**config.mk**
```make
export PLATFORM = sky130hd
export DESIGN_NAME = mem_sel_decoder
export DESIGN_NICKNAME = d
export VERILOG_FILES = /design/src/rtl/msd_pkg.sv /design/src/rtl/msd_cfg_regs.sv /design/src/rtl/msd_window_match.sv /design/src/rtl/msd_priority.sv /design/src/rtl/mem_sel_decoder.sv
export SDC_FILE = /design/constraint.sdc
export NUM_CORES = 1
export LEC_CHECK = 0
export ABC_AREA = 1
export BUFFER_PORTS_ARGS = -buffer_cell sky130_fd_sc_hd__clkbuf_2
export CAP_MARGIN = 10
export CELL_PAD_IN_SITES_DETAIL_PLACEMENT = 2
export CELL_PAD_IN_SITES_GLOBAL_PLACEMENT = 2
export CORE_MARGIN = 3
export CORE_UTILIZATION = 25
export DETAILED_ROUTE_END_ITERATION = 7
export GPL_ROUTABILITY_DRIVEN = 0
export HOLD_SLACK_MARGIN = 0.05
export PLACE_DENSITY = 0.89
export SLEW_MARGIN = 20
export SYNTH_ARGS = -nofsm -noshare
export SYNTH_HDL_FRONTEND = slang
export SYNTH_HIERARCHICAL = 1
export SYNTH_SLANG_ARGS = --single-unit
```
**constraint.sdc**
```tcl
create_clock -name clk -period 2.6 [get_ports clk]
set_input_delay 0.26 -clock clk [delete_from_list [all_inputs] [get_ports clk]]
set_output_delay 0.26 -clock clk [all_outputs]
set_load 0.02 [all_outputs]
```
**src/rtl/msd_pkg.sv**
```systemverilog
package msd_pkg;
   localparam int DATA_W        = 8;
   localparam int MAP_W         = 5;
   localparam int CFG_SPAN_LOG2 = 8;
   localparam int MAP_SRAM_PS   = 0;
   localparam int MAP_SEC_RD    = 1;
   localparam int MAP_PRI_RD    = 2;
   localparam int MAP_SEC_PS    = 3;
   localparam int MAP_PRI_PS    = 4;

   typedef struct packed {
      logic rd;
      logic wr;
      logic ps;
   } strobe_t;

   // address falls inside an aligned window of 2**span_log2 bytes
   function automatic logic in_window(input logic [31:0] a, input logic [31:0] base,
                                      input int span_log2);
      return (a >> span_log2) == (base >> span_log2);
   endfunction

   // two aligned windows share at least one address
   function automatic logic win_overlap(input logic [31:0] b0, input int l0,
                                        input logic [31:0] b1, input int l1);
      int m;
      m = (l0 > l1) ? l0 : l1;
      return (b0 >> m) == (b1 >> m);
   endfunction
endpackage

```
**src/rtl/msd_cfg_regs.sv**
```systemverilog
module msd_cfg_regs
   import msd_pkg::*;
#(
   parameter int         PAGE_W   = 8,
   parameter logic [7:0] PAGE_OFS = 8'h10,
   parameter logic [7:0] MAP_OFS  = 8'h20
) (
   input  logic              clk,
   input  logic              rst_n,
   input  logic              win_sel,
   input  strobe_t           stb,
   input  logic [7:0]        offset,
   input  logic [DATA_W-1:0] wdata,
   output logic [PAGE_W-1:0] page_q,
   output logic [MAP_W-1:0]  map_q,
   output logic [DATA_W-1:0] rdata
);
   logic page_wr, map_wr;

   assign page_wr = win_sel && stb.wr && (offset == PAGE_OFS);
   assign map_wr  = win_sel && stb.wr && (offset == MAP_OFS);

   always_ff @(posedge clk or negedge rst_n) begin
      if (!rst_n) begin
         page_q <= '0;
         map_q  <= '0;
      end else begin
         if (page_wr) page_q <= wdata[PAGE_W-1:0];
         if (map_wr)  map_q  <= wdata[MAP_W-1:0];
      end
   end

   always_comb begin
      rdata = '0;
      if (win_sel && stb.rd) begin
         if (offset == PAGE_OFS)     rdata = DATA_W'(page_q);
         else if (offset == MAP_OFS) rdata = DATA_W'(map_q);
      end
   end

   // a page write is visible on the register output one edge later
   p_page_load_r10 : assert property (@(posedge clk) disable iff (!rst_n)
      page_wr |=> page_q == $past(wdata[PAGE_W-1:0]));
   // the mapping register holds its value between writes
   p_map_hold_r10 : assert property (@(posedge clk) disable iff (!rst_n)
      !map_wr |=> $stable(map_q));
endmodule

```
**src/rtl/msd_window_match.sv**
```systemverilog
module msd_window_match
   import msd_pkg::*;
#(
   parameter int          ADDR_W         = 16,
   parameter int          PAGE_W         = 8,
   parameter int          PRI_SECTORS    = 8,
   parameter logic [31:0] PRI_BASE       = 32'h0000,
   parameter int          PRI_SPAN_LOG2  = 15,
   parameter int          SEC_SECTORS    = 4,
   parameter logic [31:0] SEC_BASE       = 32'h6000,
   parameter int          SEC_SPAN_LOG2  = 11,
   parameter logic [31:0] SRAM_BASE      = 32'h2000,
   parameter int          SRAM_SPAN_LOG2 = 13,
   parameter logic [31:0] CFG_BASE       = 32'h7F00,
   parameter int          PER_COUNT      = 2,
   parameter logic [31:0] PER_BASE       = 32'h7D00,
   parameter int          PER_SPAN_LOG2  = 8
) (
   input  logic [ADDR_W-1:0]      addr,
   input  logic [PAGE_W-1:0]      page_q,
   output logic [PRI_SECTORS-1:0] pri_hit,
   output logic [SEC_SECTORS-1:0] sec_hit,
   output logic                   sram_hit,
   output logic                   cfg_hit,
   output logic [PER_COUNT-1:0]   per_hit
);
   logic [31:0] addr_x;
   logic        pri_win;

   assign addr_x   = 32'(addr);
   assign pri_win  = in_window(addr_x, PRI_BASE, PRI_SPAN_LOG2);
   assign sram_hit = in_window(addr_x, SRAM_BASE, SRAM_SPAN_LOG2);
   assign cfg_hit  = in_window(addr_x, CFG_BASE, CFG_SPAN_LOG2);

   for (genvar i = 0; i < PRI_SECTORS; i++) begin : g_pri
      assign pri_hit[i] = pri_win && (page_q == PAGE_W'(i));
   end

   for (genvar j = 0; j < SEC_SECTORS; j++) begin : g_sec
      localparam logic [31:0] SB = SEC_BASE + (32'(j) << SEC_SPAN_LOG2);
      assign sec_hit[j] = in_window(addr_x, SB, SEC_SPAN_LOG2);
   end

   for (genvar k = 0; k < PER_COUNT; k++) begin : g_per
      localparam logic [31:0] PB = PER_BASE + (32'(k) << PER_SPAN_LOG2);
      assign per_hit[k] = in_window(addr_x, PB, PER_SPAN_LOG2);
   end

   // elaboration checks on parameters and same-level disjointness
   initial begin
      a_page_span_r5 : assert (PRI_SECTORS >= 1 && PRI_SECTORS <= (1 << PAGE_W))
         else $error("primary sector count does not fit the page register");
      a_addr_span_r5 : assert (PRI_SPAN_LOG2 <= ADDR_W && SRAM_SPAN_LOG2 <= ADDR_W)
         else $error("window wider than the address bus");
      a_cfg_sram_r5 : assert (!win_overlap(CFG_BASE, CFG_SPAN_LOG2, SRAM_BASE, SRAM_SPAN_LOG2))
         else $error("configuration window overlaps SRAM");
      for (int k = 0; k < PER_COUNT; k++) begin
         a_per_top_r5 : assert (
            !win_overlap(PER_BASE + (32'(k) << PER_SPAN_LOG2), PER_SPAN_LOG2,
                         CFG_BASE, CFG_SPAN_LOG2) &&
            !win_overlap(PER_BASE + (32'(k) << PER_SPAN_LOG2), PER_SPAN_LOG2,
                         SRAM_BASE, SRAM_SPAN_LOG2))
            else $error("peripheral window overlaps another top-level window");
      end
   end
endmodule

```
**src/rtl/msd_priority.sv**
```systemverilog
module msd_priority
   import msd_pkg::*;
#(
   parameter int PRI_SECTORS = 8,
   parameter int SEC_SECTORS = 4,
   parameter int PER_COUNT   = 2
) (
   input  logic                   clk,
   input  logic                   rst_n,
   input  logic                   chip_en,
   input  strobe_t                stb,
   input  logic [MAP_W-1:0]       map_q,
   input  logic [PRI_SECTORS-1:0] pri_hit,
   input  logic [SEC_SECTORS-1:0] sec_hit,
   input  logic                   sram_hit,
   input  logic                   cfg_hit,
   input  logic [PER_COUNT-1:0]   per_hit,
   output logic [PRI_SECTORS-1:0] pri_sel,
   output logic [SEC_SECTORS-1:0] sec_sel,
   output logic                   sram_sel,
   output logic                   cfg_sel,
   output logic [PER_COUNT-1:0]   per_sel
);
   logic act, top_hit, mid_hit;
   logic sram_ok, sec_ok, pri_ok, io_ok;

   assign act     = chip_en && (stb.rd || stb.wr || stb.ps);
   assign top_hit = sram_hit || cfg_hit || (|per_hit);
   assign mid_hit = |sec_hit;

   assign io_ok   = stb.wr || stb.rd;
   assign sram_ok = io_ok || (stb.ps && map_q[MAP_SRAM_PS]);
   assign sec_ok  = stb.wr || (stb.rd && map_q[MAP_SEC_RD]) || (stb.ps && map_q[MAP_SEC_PS]);
   assign pri_ok  = stb.wr || (stb.rd && map_q[MAP_PRI_RD]) || (stb.ps && map_q[MAP_PRI_PS]);

   assign sram_sel = act && sram_hit && sram_ok;
   assign cfg_sel  = act && cfg_hit && io_ok;
   assign per_sel  = per_hit & {PER_COUNT{act && io_ok}};
   assign sec_sel  = sec_hit & {SEC_SECTORS{act && !top_hit && sec_ok}};
   assign pri_sel  = pri_hit & {PRI_SECTORS{act && !top_hit && !mid_hit && pri_ok}};

   p_one_winner_r5 : assert property (@(posedge clk) disable iff (!rst_n)
      $onehot0({pri_sel, sec_sel, sram_sel, cfg_sel, per_sel}));
   p_idle_r2 : assert property (@(posedge clk) disable iff (!rst_n)
      (!chip_en || !(stb.rd || stb.wr || stb.ps)) |->
         ({pri_sel, sec_sel, sram_sel, cfg_sel, per_sel} == '0));
   p_top_blocks_r3 : assert property (@(posedge clk) disable iff (!rst_n)
      top_hit |-> (sec_sel == '0) && (pri_sel == '0));
   p_mid_blocks_r4 : assert property (@(posedge clk) disable iff (!rst_n)
      mid_hit |-> (pri_sel == '0));
   p_fetch_no_io_r8 : assert property (@(posedge clk) disable iff (!rst_n)
      (stb.ps && !stb.rd && !stb.wr) |-> !cfg_sel && (per_sel == '0));
endmodule

```
**src/rtl/mem_sel_decoder.sv**
```systemverilog
module mem_sel_decoder
   import msd_pkg::*;
#(
   parameter int          ADDR_W         = 16,
   parameter int          PAGE_W         = 8,
   parameter int          PRI_SECTORS    = 8,
   parameter logic [31:0] PRI_BASE       = 32'h0000,
   parameter int          PRI_SPAN_LOG2  = 15,
   parameter int          SEC_SECTORS    = 4,
   parameter logic [31:0] SEC_BASE       = 32'h6000,
   parameter int          SEC_SPAN_LOG2  = 11,
   parameter logic [31:0] SRAM_BASE      = 32'h2000,
   parameter int          SRAM_SPAN_LOG2 = 13,
   parameter logic [31:0] CFG_BASE       = 32'h7F00,
   parameter int          PER_COUNT      = 2,
   parameter logic [31:0] PER_BASE       = 32'h7D00,
   parameter int          PER_SPAN_LOG2  = 8,
   parameter logic [7:0]  PAGE_OFS       = 8'h10,
   parameter logic [7:0]  MAP_OFS        = 8'h20
) (
   input  logic                   clk,
   input  logic                   rst_n,
   input  logic                   chip_en,
   input  logic                   rd_n,
   input  logic                   wr_n,
   input  logic                   psen_n,
   input  logic [ADDR_W-1:0]      addr,
   input  logic [7:0]             wdata,
   output logic [7:0]             rdata,
   output logic [PRI_SECTORS-1:0] pri_sel,
   output logic [SEC_SECTORS-1:0] sec_sel,
   output logic                   sram_sel,
   output logic                   cfg_sel,
   output logic [PER_COUNT-1:0]   per_sel
);
   strobe_t                stb;
   logic [PAGE_W-1:0]      page_q;
   logic [MAP_W-1:0]       map_q;
   logic [PRI_SECTORS-1:0] pri_hit;
   logic [SEC_SECTORS-1:0] sec_hit;
   logic                   sram_hit, cfg_hit;
   logic [PER_COUNT-1:0]   per_hit;

   assign stb.rd = !rd_n;
   assign stb.wr = !wr_n;
   assign stb.ps = !psen_n;

   msd_window_match #(
      .ADDR_W(ADDR_W), .PAGE_W(PAGE_W),
      .PRI_SECTORS(PRI_SECTORS), .PRI_BASE(PRI_BASE), .PRI_SPAN_LOG2(PRI_SPAN_LOG2),
      .SEC_SECTORS(SEC_SECTORS), .SEC_BASE(SEC_BASE), .SEC_SPAN_LOG2(SEC_SPAN_LOG2),
      .SRAM_BASE(SRAM_BASE), .SRAM_SPAN_LOG2(SRAM_SPAN_LOG2), .CFG_BASE(CFG_BASE),
      .PER_COUNT(PER_COUNT), .PER_BASE(PER_BASE), .PER_SPAN_LOG2(PER_SPAN_LOG2)
   ) u_match (
      .addr(addr), .page_q(page_q), .pri_hit(pri_hit), .sec_hit(sec_hit),
      .sram_hit(sram_hit), .cfg_hit(cfg_hit), .per_hit(per_hit)
   );

   msd_priority #(
      .PRI_SECTORS(PRI_SECTORS), .SEC_SECTORS(SEC_SECTORS), .PER_COUNT(PER_COUNT)
   ) u_prio (
      .clk(clk), .rst_n(rst_n), .chip_en(chip_en), .stb(stb), .map_q(map_q),
      .pri_hit(pri_hit), .sec_hit(sec_hit), .sram_hit(sram_hit), .cfg_hit(cfg_hit),
      .per_hit(per_hit), .pri_sel(pri_sel), .sec_sel(sec_sel), .sram_sel(sram_sel),
      .cfg_sel(cfg_sel), .per_sel(per_sel)
   );

   msd_cfg_regs #(
      .PAGE_W(PAGE_W), .PAGE_OFS(PAGE_OFS), .MAP_OFS(MAP_OFS)
   ) u_regs (
      .clk(clk), .rst_n(rst_n), .win_sel(cfg_sel), .stb(stb), .offset(addr[7:0]),
      .wdata(wdata), .page_q(page_q), .map_q(map_q), .rdata(rdata)
   );
endmodule

```
# [Yosys cells after proc, flatten, opt, wreduce, memory -nomap -nowiden]
# Index checks and enable logic that the tools add are counted.
[word_totals] ff_bits=13 output_inout_bits=24 word_cells=70
[classes] eq_ne=17 n_mux=3 n_bitwise=3 n_reduce_logical=45
[ops] operator="== test 8 x 3 -> 1 bit, second input constant" count=4
[ops] operator="logical NOT 32 bit" count=1
[ops] operator="logical AND 1 bit" count=27
[ops] operator="== test 8 x 7 -> 1 bit, second input constant" count=3
[ops] operator="== test 5 x 4 -> 1 bit, second input constant" count=4
[ops] operator="== test 8 x 2 -> 1 bit, second input constant" count=2
[ops] operator="two-way mux 8 bit" count=2
[ops] operator="logical OR 1 bit" count=9
[ops] operator="bitwise AND 8 bit" count=1
[ops] operator="== test 8 x 1 -> 1 bit, second input constant" count=1
[ops] operator="== test 8 x 5 -> 1 bit, second input constant" count=1
[ops] operator="== test 8 x 6 -> 1 bit, second input constant" count=1
[ops] operator="logical NOT 8 bit" count=1
[ops] operator="logical NOT 1 bit" count=5
[ops] operator="two-way mux 5 bit" count=1
[ops] operator="bitwise AND 4 bit" count=1
[ops] operator="OR reduction 4 bit" count=1
[ops] operator="== test 3 x 1 -> 1 bit, second input constant" count=1
[ops] operator="bitwise AND 2 bit" count=1
[ops] operator="OR reduction 2 bit" count=1

# [Longest topological paths before layout]
[logic_depth] ltp_word=8 depth_mapped=11

# [Cells and area by module]
# Netlist, hierarchy kept.
[modules_own_cells] mod="msd_cfg_regs" instances=1 cells_each=102 area_per_inst_um2=798.3
[modules_own_cells] mod="msd_priority" instances=1 cells_each=53 area_per_inst_um2=240.2
[modules_own_cells] mod="msd_window_match" instances=1 cells_each=49 area_per_inst_um2=210.2
[modules_own_cells] mod="mem_sel_decoder" instances=1 cells_each=3 area_per_inst_um2=11.3

# [Worst setup path before layout]
# Ideal clock, no wire load.
[synth_path] path_type="input port to output port" start="input addr[13]" end="output rdata[0]" arrival_time_ns=2.158 path_slack_ns=0.182 stages=7 path_buffers=0 cell_sequence="inv_1 nor2_1 nand3_1 nor2_1 nor3b_1 nand2_1 a21oi_1"
[synth_via] elab_chain_len=5
[synth_rtl] element="start: declaration" line_no="mem_sel_decoder.sv:27" source="input logic [ADDR_W-1:0] addr,"
[synth_rtl] element="== test 8 x 7 -> 1 bit" line_no="msd_pkg.sv:20" source="return (a >> span_log2) == (base >> span_log2);"
[synth_rtl] element="named net cfg_hit" line_no="mem_sel_decoder.sv:41" source="logic sram_hit, cfg_hit;"
[synth_rtl] element="logical AND 1 bit (2 in series)" line_no="msd_priority.sv:37" source="assign cfg_sel = act && cfg_hit && io_ok;"
[synth_rtl] element="named net cfg_sel" line_no="mem_sel_decoder.sv:33" source="output logic cfg_sel,"
[synth_rtl] element="logical AND 1 bit" line_no="msd_cfg_regs.sv:35" source="if (win_sel && stb.rd) begin"
[synth_rtl] element="two-way mux 8 bit" line_no="msd_cfg_regs.sv:35"
[synth_rtl] element="end: declaration" line_no="mem_sel_decoder.sv:29" source="output logic [7:0] rdata,"
# The timed path passes the listed nets, and every way through them passes these cells.

# [Final worst setup path]
[layout_path] start="input addr[15]" end="output rdata[3]"
[layout_via] elab_chain_len=5
[layout_rtl] element="== test 8 x 7 -> 1 bit" line_no="msd_pkg.sv:20"
[layout_rtl] element="named net cfg_hit" line_no="mem_sel_decoder.sv:41"
[layout_rtl] element="logical AND 1 bit (2 in series)" line_no="msd_priority.sv:37"
[layout_rtl] element="logical AND 1 bit" line_no="msd_cfg_regs.sv:35"
[layout_rtl] element="two-way mux 8 bit" line_no="msd_cfg_regs.sv:35"
# The timed path passes the listed nets, and every way through them passes these cells.

==> flow_summary.yaml <==
grt:
  grtUsageTotal_pct: 15.26
  grt_pass1_wl_um: 7548
  grt_start_max_net_pins: 14
  grt_pass1_vias: 1663
  grt_antenna_before_repair: 0
  overflow: 0
final_layout:
  num-nets-final: 296
  area_growth_pct: 31.48
  final_cell_area_um2: 1657
  diodes: 0
  nFillCells: 622
  ff_latch_area_um2: 325.3
  drive_gt1_share_pct: 33.58
  final_cells: 332
  multi_input_area_um2: 772.0
sta:
  relSlewSlack_pct: 77.83
  slew_violations: 0
  setup_viol_count_final: 0
  rsz0062_at_grt: "no"
  worst_slew_pin_slew_ps: 331.3
  clock.fmax_ghz: 0.4727
  fin_skew_ps: 0
  period_minus_slack_ps: 2115
  hold_viol: 0
  fin_ws_ps: 484.6
  whs_ps: 219.2
  tns_ps: 0
  timing.final.crit_share_pct: 81.36
floorplan:
  die_w_um: 76.99
  die_area_um2: 5927
  dieHeight_um: 76.99
  core_um2: 4786
  ios: 54
  fp-row-count: 25
  initial_core_util_pct: 26.33
setup_path:
  critPathMaxStageDelay_ps: 280
  critPathRequiredTime_ps: 2340
  critPathBufInv: 2
  start_kind: "primary input"
  cp_top_family: "simple AND/OR/NAND/NOR gates"
  critPathKind: "in -> out"
  endpoint_kind: "output pin"
  critPathMaxFanout: 8
  cp_cell_sequence: "clkbuf_2, nor2_1, nand3_1, nor2_1, nor3b_1, nand2_1, a21oi_1, clkbuf_2"
  critPathSlowestCell: "nor3b_1"
  crit_arrival_ps: 1860
run_status:
  outcome: "finished, final reports clean"
job:
  maxCapViolations: 0
synthesis:
  yosysTopAreaCellShare_pct: 25.82
  yosys_register_bits: 13
  synth_nets: 237
  yosysSeqAreaShare_pct: 25.82
  syn_area_per_cell_um2: 6.087
  ys_types: 20
  synthCells: 207
  ys_warn_count: 6
  syn_area_um2: 1260
  synth_top_area_cell: "dfrtp_1"
  synth_area_leaders: "dfrtp_1 26%, nand2_1 17%, nor2_1 10%, inv_1 8.9%, nand3_1 8.7%"
clock_tree:
  cts_root_buf: "clkbuf_8"
  worstSkewPairLatency_ps: 240
  h-tree-depth: 1
  cts_setup_buffers: 0
  cts_sinks: 13
  cts_tree: "yes"
  clk_pin_slew_ps: 50
  cts_resized: 0
  numCtsBuffers: 3
  clk_path_buf_depth: 2
placed_design:
  placed_cell_area_um2: 1602
  io_buffers: 53
  hpwl_um: 3718
  pre_cts_ws_ps: 455.7
  dp.cells: 327
pwr:
  vdd.ir_drop.worst_uv: 256.2
  p_leak_uw: 0.0009227
  power.density_nw_per_um2: 284.7
detailed_routing:
  wirelength_um: 4259
  initialDrtViolationCount: 8
  drtPass1Iterations: 3
  wl_per_cell_um: 12.83
  drc: 0
  vias: 1500
  vias_per_cell: 4.518
  ant_nets: 0
worst_hold_path:
  hold_path.class: "in -> reg"
[state kept, by name, summed over array words and instances (netlist names)]
register       flops
u_regs/page_q      8
u_regs/map_q       5
[stage by stage]
stage | util [%] | total power (µW)
after CTS | 34.61 | 483.5
after global routing | 34.61 | 498.7
after floorplan | - | 254.6
after detailed placement | 33.46 | 296.7
final | 34.61 | 471.6
after global placement | 33.46 | 292.7
[cell families after synthesis]
group           synth area share [%]
flops                          25.82
compound gates                 2.582
buf+inv                        12.91
simple gates                   58.69
[area by class of cell]
type | count | area share (%)
multi-input combinational | 154 | 46.60
sequential | 13 | 19.64
timing repair buffer | 55 | 17.07
inverter | 39 | 8.912
tap | 67 | 5.060
clock buffer | 4 | 2.719
[cell usage after synthesis, drive strengths merged]
master / n
nand3: 23
nand3b: 1
clkinv: 1
a21oi: 5
nor3b: 2
o31ai: 1
nor2: 43
dfrtp: 13
buf: 1
nor3: 9
nand2: 70
inv: 38
[worst paths after layout]
check	startpoint	to	slack, ps	depth (start not counted)
worst max-delay path	addr[15]	rdata[3]	480	8
worst min-delay path	wdata[5]	u_regs/page_q[5]	220	3
worst max register to register	u_regs/page_q[1]	u_regs/page_q[1]	1870	2
worst min register to register	u_regs/page_q[6]	u_regs/page_q[6]	530	2
max in group asynchronous	rst_n	u_regs/page_q[6]	1920	2
min in group asynchronous	rst_n	u_regs/map_q[0]	440	2
[worst register-to-register path, delay by kind of cell, from the launching register on]
family	cells	cell delay (ps)
flops	1	460
simple gates	2	160
[timing repair]
item	in CTS	in global routing
hold endpoints to repair	13	0
hold buffers	1	0
setup endpoints to repair	0	0
[cells in the final DEF (no fill, tap or decap), drive strengths merged, types with 2 or more instances in the layout]
master  count
a21oi       5
inv        38
nor3b       2
nand2      70
nand3      23
nor2       43
dfrtp      13
clkbuf     57
nor3        9
[metal layers]
layer  share of wire [%]  vias up  track usage (%)  routed length [µm]
li1                    -      747                -                   -
met1                  43      716            18.45                1832
met2                  52       31            27.96                2203
met3                 3.4        6           0.7042                 144
met4                 1.9        0            6.406                  79
met5                   0        -                0                   0
[where the power goes]
part | switching [µW] | internal, µW
Sequential | 0.0342 | 203
Clock | 71.2 | 108
Combinational | 56.5 | 32.9
Power figures use the tool's default switching activity.
